==> src/rtl/msoh_pkg.sv <==
package msoh_pkg;
    typedef enum logic [1:0] {
        DS_NORMAL   = 2'd0,
        DS_AIS_HELD = 2'd1,
        DS_RDI_HELD = 2'd2
    } defect_state_t;

    localparam logic [2:0] CODE_AIS  = 3'b111;
    localparam logic [2:0] CODE_RDI  = 3'b110;
    localparam int         PERSIST   = 5;
    localparam int         SOH_ROW   = 5;
    localparam int         RS_ROWS   = 3;
    localparam int         OH_COLS   = 9;
endpackage

==> src/rtl/msoh_bip_check.sv <==
module msoh_bip_check
    import msoh_pkg::*;
#(
    parameter int COLS  = 270,
    parameter int LANES = 3,
    parameter int RW    = 4,
    parameter int CW    = 9,
    parameter int EW    = 5
) (
    input  logic          clk,
    input  logic          rst_n,
    input  logic          in_valid,
    input  logic [7:0]    in_data,
    input  logic [RW-1:0] in_row,
    input  logic [CW-1:0] in_col,
    output logic          chk_done,
    output logic [EW-1:0] bit_errs
);
    logic [CW-1:0] col_off;
    logic [CW-1:0] lane_sel;
    logic          in_rsoh;
    logic          last_byte;
    logic          is_b2;
    logic          prev_ok;
    logic [EW-1:0] err_acc;
    logic [EW-1:0] ones;
    logic [EW-1:0] total;
    logic [7:0]    mis [LANES];

    assign col_off   = in_col - CW'(1);
    assign lane_sel  = col_off % CW'(LANES);
    assign in_rsoh   = (in_row <= RW'(RS_ROWS)) && (in_col <= CW'(OH_COLS));
    assign last_byte = (in_row == RW'(9)) && (in_col == CW'(COLS));
    assign is_b2     = in_valid && (in_row == RW'(SOH_ROW)) &&
                       (in_col >= CW'(1)) && (in_col <= CW'(LANES));

    for (genvar g = 0; g < LANES; g++) begin : g_lane
        logic [7:0] acc_q, prev_q, acc_nx;
        logic       hit;
        assign hit    = in_valid && !in_rsoh && (lane_sel == CW'(g));
        assign acc_nx = hit ? (acc_q ^ in_data) : acc_q;
        always_ff @(posedge clk) begin
            if (!rst_n) begin
                acc_q  <= '0;
                prev_q <= '0;
            end else if (in_valid && last_byte) begin
                prev_q <= acc_nx;
                acc_q  <= '0;
            end else begin
                acc_q  <= acc_nx;
            end
        end
        assign mis[g] = (is_b2 && in_col == CW'(g + 1)) ? (in_data ^ prev_q) : 8'h00;
    end

    always_comb begin
        ones = '0;
        for (int g = 0; g < LANES; g++) begin
            ones = ones + EW'($countones(mis[g]));
        end
        total = ((in_col == CW'(1)) ? '0 : err_acc) + ones;
    end

    always_ff @(posedge clk) begin
        if (!rst_n) begin
            prev_ok  <= 1'b0;
            err_acc  <= '0;
            chk_done <= 1'b0;
            bit_errs <= '0;
        end else begin
            chk_done <= 1'b0;
            if (in_valid && last_byte) prev_ok <= 1'b1;
            if (is_b2) begin
                err_acc <= total;
                if (in_col == CW'(LANES) && prev_ok) begin
                    chk_done <= 1'b1;
                    bit_errs <= total;
                end
            end
        end
    end
endmodule

==> src/rtl/msoh_k_monitor.sv <==
module msoh_k_monitor
    import msoh_pkg::*;
#(
    parameter int LANES = 3,
    parameter int RW    = 4,
    parameter int CW    = 9
) (
    input  logic          clk,
    input  logic          rst_n,
    input  logic          in_valid,
    input  logic [7:0]    in_data,
    input  logic [RW-1:0] in_row,
    input  logic [CW-1:0] in_col,
    output logic [7:0]    aps_k1,
    output logic [4:0]    aps_k2,
    output logic          ms_ais,
    output logic          ms_rdi
);
    localparam int PW     = $clog2(PERSIST + 1);
    localparam int K1_COL = LANES + 1;
    localparam int K2_COL = 2 * LANES + 1;

    defect_state_t state_q, state_nx;
    logic          k1_hit, k2_hit;
    logic [2:0]    code;
    logic [PW-1:0] ais_run, nais_run, rdi_run, nrdi_run;
    logic [PW-1:0] ais_nx, nais_nx, rdi_nx, nrdi_nx;

    assign k1_hit = in_valid && in_row == RW'(SOH_ROW) && in_col == CW'(K1_COL);
    assign k2_hit = in_valid && in_row == RW'(SOH_ROW) && in_col == CW'(K2_COL);
    assign code   = in_data[2:0];

    function automatic logic [PW-1:0] bump(input logic cond, input logic [PW-1:0] run);
        if (!cond) return '0;
        return (run == PW'(PERSIST)) ? run : run + PW'(1);
    endfunction

    assign ais_nx  = bump(code == CODE_AIS, ais_run);
    assign nais_nx = bump(code != CODE_AIS, nais_run);
    assign rdi_nx  = bump(code == CODE_RDI, rdi_run);
    assign nrdi_nx = bump(code != CODE_RDI, nrdi_run);

    always_comb begin
        state_nx = state_q;
        if (k2_hit) begin
            unique case (state_q)
                DS_NORMAL: begin
                    if (ais_nx == PW'(PERSIST))      state_nx = DS_AIS_HELD;
                    else if (rdi_nx == PW'(PERSIST)) state_nx = DS_RDI_HELD;
                end
                DS_AIS_HELD: begin
                    if (nais_nx == PW'(PERSIST))
                        state_nx = (rdi_nx == PW'(PERSIST)) ? DS_RDI_HELD : DS_NORMAL;
                end
                DS_RDI_HELD: begin
                    if (ais_nx == PW'(PERSIST))       state_nx = DS_AIS_HELD;
                    else if (nrdi_nx == PW'(PERSIST)) state_nx = DS_NORMAL;
                end
                default: state_nx = DS_NORMAL;
            endcase
        end
    end

    always_ff @(posedge clk) begin
        if (!rst_n) begin
            state_q  <= DS_NORMAL;
            ais_run  <= '0;
            nais_run <= '0;
            rdi_run  <= '0;
            nrdi_run <= '0;
            aps_k1   <= '0;
            aps_k2   <= '0;
        end else begin
            state_q <= state_nx;
            if (k1_hit) aps_k1 <= in_data;
            if (k2_hit) begin
                aps_k2   <= in_data[7:3];
                ais_run  <= ais_nx;
                nais_run <= nais_nx;
                rdi_run  <= rdi_nx;
                nrdi_run <= nrdi_nx;
            end
        end
    end

    always_comb begin
        ms_ais = (state_q == DS_AIS_HELD);
        ms_rdi = (state_q == DS_RDI_HELD);
    end
endmodule

==> src/rtl/msoh_exc_monitor.sv <==
module msoh_exc_monitor #(
    parameter int WINDOW = 8000,
    parameter int EW     = 5,
    parameter int CNT_W  = 13
) (
    input  logic             clk,
    input  logic             rst_n,
    input  logic             chk_done,
    input  logic [EW-1:0]    bit_errs,
    input  logic [CNT_W-1:0] exc_limit,
    output logic             ms_exc
);
    logic [CNT_W-1:0] win_q, blk_q, blk_nx;

    assign blk_nx = blk_q + CNT_W'(bit_errs != '0);

    always_ff @(posedge clk) begin
        if (!rst_n) begin
            win_q  <= '0;
            blk_q  <= '0;
            ms_exc <= 1'b0;
        end else if (chk_done) begin
            if (win_q == CNT_W'(WINDOW - 1)) begin
                ms_exc <= (blk_nx > exc_limit);
                win_q  <= '0;
                blk_q  <= '0;
            end else begin
                win_q  <= win_q + CNT_W'(1);
                blk_q  <= blk_nx;
            end
        end
    end
endmodule

==> src/rtl/msoh_rx_monitor.sv <==
module msoh_rx_monitor
    import msoh_pkg::*;
#(
    parameter int COLS   = 270,
    parameter int LANES  = 3,
    parameter int WINDOW = 8000,
    localparam int RW    = 4,
    localparam int CW    = $clog2(COLS + 1),
    localparam int EW    = $clog2(8 * LANES + 1),
    localparam int CNT_W = $clog2(WINDOW + 1)
) (
    input  logic             clk,
    input  logic             rst_n,
    input  logic             in_valid,
    input  logic [7:0]       in_data,
    input  logic [RW-1:0]    in_row,
    input  logic [CW-1:0]    in_col,
    input  logic [CNT_W-1:0] exc_limit,
    output logic             out_valid,
    output logic [7:0]       out_data,
    output logic [7:0]       aps_k1,
    output logic [4:0]       aps_k2,
    output logic             ms_ais,
    output logic             ms_rdi,
    output logic             ms_exc,
    output logic             m1_valid,
    output logic [EW-1:0]    m1_count,
    output logic [2:0]       k2_return
);
    msoh_bip_check #(.COLS(COLS), .LANES(LANES), .RW(RW), .CW(CW), .EW(EW)) u_bip (
        .clk      (clk),
        .rst_n    (rst_n),
        .in_valid (in_valid),
        .in_data  (in_data),
        .in_row   (in_row),
        .in_col   (in_col),
        .chk_done (m1_valid),
        .bit_errs (m1_count)
    );

    msoh_k_monitor #(.LANES(LANES), .RW(RW), .CW(CW)) u_kmon (
        .clk      (clk),
        .rst_n    (rst_n),
        .in_valid (in_valid),
        .in_data  (in_data),
        .in_row   (in_row),
        .in_col   (in_col),
        .aps_k1   (aps_k1),
        .aps_k2   (aps_k2),
        .ms_ais   (ms_ais),
        .ms_rdi   (ms_rdi)
    );

    msoh_exc_monitor #(.WINDOW(WINDOW), .EW(EW), .CNT_W(CNT_W)) u_exc (
        .clk       (clk),
        .rst_n     (rst_n),
        .chk_done  (m1_valid),
        .bit_errs  (m1_count),
        .exc_limit (exc_limit),
        .ms_exc    (ms_exc)
    );

    assign k2_return = ms_ais ? CODE_RDI : 3'b000;

    always_ff @(posedge clk) begin
        if (!rst_n) begin
            out_valid <= 1'b0;
            out_data  <= '0;
        end else begin
            out_valid <= in_valid;
            out_data  <= (ms_ais || ms_exc) ? 8'hFF : in_data;
        end
    end
endmodule

==> config.mk <==
export PLATFORM = sky130hd
export DESIGN_NAME = msoh_rx_monitor
export DESIGN_NICKNAME = d
export VERILOG_FILES = /design/src/rtl/msoh_pkg.sv /design/src/rtl/msoh_bip_check.sv /design/src/rtl/msoh_k_monitor.sv /design/src/rtl/msoh_exc_monitor.sv /design/src/rtl/msoh_rx_monitor.sv
export SDC_FILE = /design/constraint.sdc
export NUM_CORES = 1
export LEC_CHECK = 0
export BUFFER_PORTS_ARGS = -buffer_cell sky130_fd_sc_hd__buf_2
export CORE_AREA = 3 3 150 137
export CTS_BUF_LIST = sky130_fd_sc_hd__clkbuf_2 sky130_fd_sc_hd__clkbuf_4 sky130_fd_sc_hd__clkbuf_8
export DETAILED_ROUTE_END_ITERATION = 16
export DIE_AREA = 0 0 153 140
export GPL_TIMING_DRIVEN = 0
export PLACE_DENSITY = 0.74
export SYNTH_ARGS = -nofsm -noshare
export SYNTH_HDL_FRONTEND = slang
export SYNTH_SLANG_ARGS = --single-unit
==> constraint.sdc <==
create_clock -name clk -period 6.3 [get_ports clk]
set_clock_uncertainty 0.15 [all_clocks]
set_input_delay 0 -clock clk [delete_from_list [all_inputs] [get_ports clk]]
set_output_delay 0 -clock clk [all_outputs]
set_load 0.01 [all_outputs]
# After elaboration in Yosys (flattened, before gate mapping)

Index checks and enable logic that the tools add are counted.

Register bits after elaboration: 123
Bits of input ports: 37
Output and inout port bits: 34
Logic and storage cells: 147

Add/sub/neg operators: 31
Div/mod/pow operators: 1
Magnitude comparators: 5
Equal/unequal tests: 28
Muxes and demuxes: 27
Bitwise operators: 7
Reductions and logical operators: 26

Operator list:

| operator                                                                             | number |
|---|---|
| 5-bit adder                                                                          | 12 |
| 8-bit 2-to-1 mux                                                                     | 7 |
| 8-bit bitwise XOR                                                                    | 6 |
| 3-bit equality test (second input constant)                                          | 10 |
| 9-bit by 2-bit equality test with 1-bit output (second input constant)               | 3 |
| 3-bit 2-to-1 mux                                                                     | 9 |
| 13-bit 2-to-1 mux                                                                    | 2 |
| 1-bit by 1-bit adder with 2-bit output                                               | 12 |
| 9-bit by 1-bit equality test with 1-bit output (second input constant)               | 2 |
| 9-bit by 3-bit equality test with 1-bit output (second input constant)               | 2 |
| 1-bit logical AND                                                                    | 16 |
| 13-bit by 1-bit adder with 13-bit output                                             | 1 |
| 13-bit by 1-bit adder with 13-bit output (second input constant)                     | 1 |
| 13-bit equality test (second input constant)                                         | 1 |
| 13-bit greater-than comparator                                                       | 1 |
| 3-bit by 1-bit adder with 3-bit output (second input constant)                       | 4 |
| 2-bit 2-to-1 mux                                                                     | 6 |
| 9-bit equality test (second input constant)                                          | 1 |
| 9-bit by 1-bit greater-or-equal comparator with 1-bit output (second input constant) | 1 |
| 9-bit by 2-bit <= comparator with 1-bit output (second input constant)               | 1 |
| 9-bit by 4-bit <= comparator with 1-bit output (second input constant)               | 1 |
| 9-bit logical NOT                                                                    | 1 |
| 9-bit by 2-bit remainder unit with 9-bit output (second input constant)              | 1 |
| 9-bit by 1-bit subtractor with 9-bit output (second input constant)                  | 1 |
| other kinds (19)                                                                     | 23 |

# Depth between registers and ports, before layout

Depth after elaboration: 12
Depth in mapped cells: 30
Mapped depth without buffers: 26

# Cells and area by module

A second synthesis with hierarchy kept.

Cell total of the unflattened synthesis: 1072
Area total of the unflattened synthesis: 9100.0 sq um

By module, submodules not included:

| module           | times used | cells each | area each (sq um) | seq. area each (sq um) |
|---|---|---|---|---|
| msoh_bip_check   | 1          | 661        | 5470.2            | 1201.2 |
| msoh_exc_monitor | 1          | 217        | 1825.5            | 540.5 |
| msoh_k_monitor   | 1          | 169        | 1500.2            | 540.5 |
| msoh_rx_monitor  | 1          | 25         | 304.0             | 180.2 |

# Least setup slack after synthesis

Ideal clock, no wire load.

Path type: input-to-reg
Start point: input in_col[7]
End point: register u_bip.err_acc[4]
Library setup time: 0.128 ns
Arrival time: 6.317 ns
Data required time: 6.022 ns
Setup slack: -0.295 ns
Cell stages on the path: 28
Path buffers: 2
Cells stage by stage: buf_2 or4_1 nor3_1 nand3_1 nor3_1 o211ai_1 clkbuf_1 nand2_1 nand3_1 nor2_1 ha_1 inv_1 fa_1 inv_1 fa_1 fa_1 fa_1 inv_1 fa_1 inv_1 fa_1 fa_1 a21o_1 a21oi_1 xnor2_1 xnor2_1 mux2i_1 nor2_1

Longest elaborated chain between the ends: 11
Elaborated cells between the ends (all ways): 38
Those cells by class: add/sub (24); order compare (2); eq/ne (3); mux (4); reduce/logical (5)

RTL lines:

| item                                                         | RTL line              | text |
|---|---|---|
| start, declared                                              | msoh_rx_monitor.sv:17 | `input logic [CW-1:0] in_col,` |
| 9-bit by 1-bit greater-or-equal comparator with 1-bit output | msoh_bip_check.sv:35  | `(in_col >= CW'(1)) && (in_col <= CW'(LANES));` |
| 1-bit logical AND                                            | msoh_bip_check.sv:34  | `assign is_b2 = in_valid && (in_row == RW'(SOH_ROW)) &&` |
| 1-bit logical AND                                            | msoh_bip_check.sv:35  |  |
| 1-bit logical AND                                            | msoh_bip_check.sv:53  | `assign mis[g] = (is_b2 && in_col == CW'(g + 1)) ? (in_data ^ prev_q) : 8'h00;` |
| 8-bit 2-to-1 mux                                             | msoh_bip_check.sv:53  |  |
| 1-bit by 1-bit adder with 2-bit output (not written as such) | msoh_bip_check.sv:59  | `ones = ones + EW'($countones(mis[g]));` |
| 5-bit adder (not written as such) (2 in series)              | msoh_bip_check.sv:59  |  |
| 5-bit adder (2 in series)                                    | msoh_bip_check.sv:59  |  |
| 5-bit adder                                                  | msoh_bip_check.sv:61  | `total = ((in_col == CW'(1)) ? '0 : err_acc) + ones;` |
| end signal, assigned                                         | msoh_bip_check.sv:74  | `err_acc <= total;` |
| end, declared                                                | msoh_bip_check.sv:25  | `logic [EW-1:0] err_acc;` |

Several ways; a longest one is shown, not always the timed one.
A chain may end at the register's enable or synchronous reset.

# Final worst setup path

Ends and elaborated chain as after synthesis.

==> results.toml <==
[timing]
slew_headroom_pct = 48.1
slew_viol_final = 0
post-route-period-util_pct = 97.5
setup_viol = 0
fin_crit_ns = 6.14
hold_viol = 0
fmax_mhz = 163
worst_slew_pin_slew_ns = 0.778
worst_slack_ns = 0.160

[detailed_routing]
drt-total-wl_mm = 25.1
via_count = 8781
firstDrtPassIters = 7
wl_per_cell_um = 16.3
ant_nets = 0
drtIter0Drc = 642
drc = 0
viasPerCell = 5.70

[placement]
post-place-ws_ns = -1.36
portBuffers = 58
gp_congestion = 0.921
hpwl_mm = 17.9

[setup_path]
cp_top_family = "adder cells"
critPathMaxFanout = 9
cp-end-kind = "register"
cp_slowest_cell = "fa_1"
cp_data_required_time_ns = 6.45
crit_path_max_incr_delay_ns = 0.55
arrival_ns = 6.29
worst_setup_path_start_kind = "primary input"
critPathBufInv = 6
critPathKind = "in -> reg"
crit_path_frequent_cell = "fa_1"

[final_layout]
final_nets = 1387
drive_gt1_share_pct = 18.1
area_growth_pct = 20.2
diodes = 0

[clock_network]
cts.clk_slew.worst_paths_ns = 0.08
cts.sinks = 123
cts_tree = "yes"
ctsLongestPathBuffers = 2
numCtsBuffers = 17
htree_levels = 4
clockRootBuffer = "clkbuf_8"
clk_latency_ns = 0.44

[grt]
grt_max_degree = 17
grt_pass1_wl_mm = 40.6
grt.overflow.total = 0
antenna_found_initial = 0
grt_pass1_vias = 8145
track_usage_pct = 22.6

[floorplan]
start_util_pct = 47.6
die_x_um = 153
die_h_um = 140
core.rowCount = 48
coreArea_sq_um = 19200
dieArea_sq_um = 21400
ios = 71

[synthesis]
synth-seq-cells = 123
synth_edf_count = 0
avgSynthCellArea_sq_um = 7.86
ys_async_sr_fraction_pct = 0
yosysWarnings = 0
yosysTopAreaCellShare_pct = 27.0
synth_nets = 1271
ys_seq_area_share_pct = 27.0
synth.largest_area_cell = "dfxtp_1"
synth_area_sq_um = 9120
synth_cell_types = 90
synth_most_common_cell = "nor2_1"
synth_area_leaders = "dfxtp_1 27%, ha_1 7.1%, nor2_1 5.9%"
synthTopCellsByCount = "143 x nor2_1, 123 x dfxtp_1, 90 x a21oi_1"
syn-instance-count = 1161
synth_flop_cell = "dfxtp_1"

[outcome]
status = "complete, no violations"

[flow_run]
maxCapViolCount = 0

[power]
ir_drop_v = 0.000177
power_mw = 2.16
power_density_nw_per_um2 = 197
leakage_nw = 4.65

[min_path]
hold_class = "in -> reg"
-- routing by layer --
| metal | track usage, % | wire length, um | vias up |
|---|---|---|---|
| li1 | - | - | 4309 |
| met3 | 3.83 | 1600 | 39 |
| met2 | 37.4 | 11700 | 319 |
| met4 | 4.97 | 344 | 0 |
| met1 | 31.2 | 11400 | 4114 |
| met5 | 0 | 0 | - |
-- registers in the layout, indices dropped and copies added, names as in the netlist --
name	flops
u_exc.ms_exc	1
u_kmon.state_q	2
out_data	8
u_kmon.aps_k2	5
u_kmon.nrdi_run	3
u_bip.err_acc	5
u_bip.bit_errs	5
u_kmon.ais_run	3
u_kmon.rdi_run	3
u_kmon.nais_run	3
u_kmon.aps_k1	8
u_bip.prev_ok	1
u_exc.blk_q	13
out_valid	1
u_bip.chk_done	1
u_exc.win_q	13
u_bip.g_lane.acc_q	24
u_bip.g_lane.prev_q	24
-- tightest hold or removal path: stages --
cell	delay [ns]
clkbuf_1	0.33
nor2_1	0.21
nor2_1	0.05
-- layout by cell type (no fill, tap or decap), drive strengths merged, types with 21 or more instances in the layout --
cell | Yosys | routed
a21o | 26 | 26
a21oi | 90 | 90
a31oi | 25 | 25
buf | 21 | 110
clkbuf | 44 | 64
dfxtp | 123 | 123
fa | 21 | 21
ha | 52 | 52
inv | 84 | 87
mux2i | 27 | 27
nand2 | 81 | 81
nand3 | 49 | 49
nor2 | 145 | 145
nor3 | 25 | 25
o21ai | 71 | 71
xnor2 | 49 | 49
-- path summary, 6_finish.rpt --
| path | startpoint | to | slack, ns | cells after the start |
|---|---|---|---|---|
| setup / recovery | in_col[7] | u_bip.err_acc[4] | 0.16 | 28 |
| hold / removal | in_data[2] | out_data[2] | 0.04 | 3 |
| setup reg to reg | u_bip.g_lane[1].prev_q[2] | u_bip.err_acc[4] | 0.88 | 20 |
| hold reg to reg | u_kmon.aps_k2[0] | u_kmon.aps_k2[0] | 0.31 | 2 |
-- final cells by class --
type	instances	area (sq um)
inverters	84	315
clock inverters	11	156
plain buffers	63	318
repair buffers	99	627
multi-input cells	889	6490
fillers	1691	8190
clock buffers	21	283
well taps	250	313
flip-flops and latches	123	2460
-- repair_timing --
action / 4_1_cts / 5_1_grt
pin swaps: 9 / 36
setup endpoints to repair: 50 / 50
hold buffers: 9 / 0
endpoints found under the hold margin: 19 / 0
gates resized for setup: 29 / 64
cloned: 0 / 0
setup buffers: 7 / 25
-- logic make-up (layout without fill, tap and decap cells) --
family / after synthesis / after routing / share of synthesized area (%)
and+or+nand+nor: 415 / 415 / 22.3
AOI/OAI and AO/OA: 305 / 305 / 22.2
buffers and inverters: 149 / 278 / 6.86
DFF: 123 / 123 / 27.0
adders and majority gates: 73 / 73 / 11.7
xor gates and xnor gates: 65 / 65 / 6.47
muxes: 30 / 30 / 3.33
other: 1 / 1 / 0.0411
-- where the power goes --
| part | switching (mW) | internal (mW) | total (mW) |
|---|---|---|---|
| Clock | 0.343 | 0.433 | 0.775 |
| Combinational | 0.366 | 0.234 | 0.600 |
| Sequential | 0.00228 | 0.785 | 0.788 |
-- stage by stage --
| stage | instance area, sq um | hold WS (ns) | util, % | setup TNS (ns) | instances |
|---|---|---|---|---|---|
| 2_1_floorplan | 9180 | -0.0283 | - | 0 | 1161 |
| 3_3_place_gp | 9780 | 0.0912 | 51.1 | -57.08 | 1469 |
| 3_5_place_dp | 9780 | 0.0987 | 51.1 | -61.57 | 1469 |
| 4_1_cts | 10500 | 0.0234 | 54.9 | 0 | 1517 |
| 5_1_grt | 11000 | 0.0739 | 57.2 | -0.124 | 1540 |
| 6_report | 11000 | 0.0406 | 57.2 | 0 | 1540 |
No activity file was read; power rests on OpenSTA's default activity.
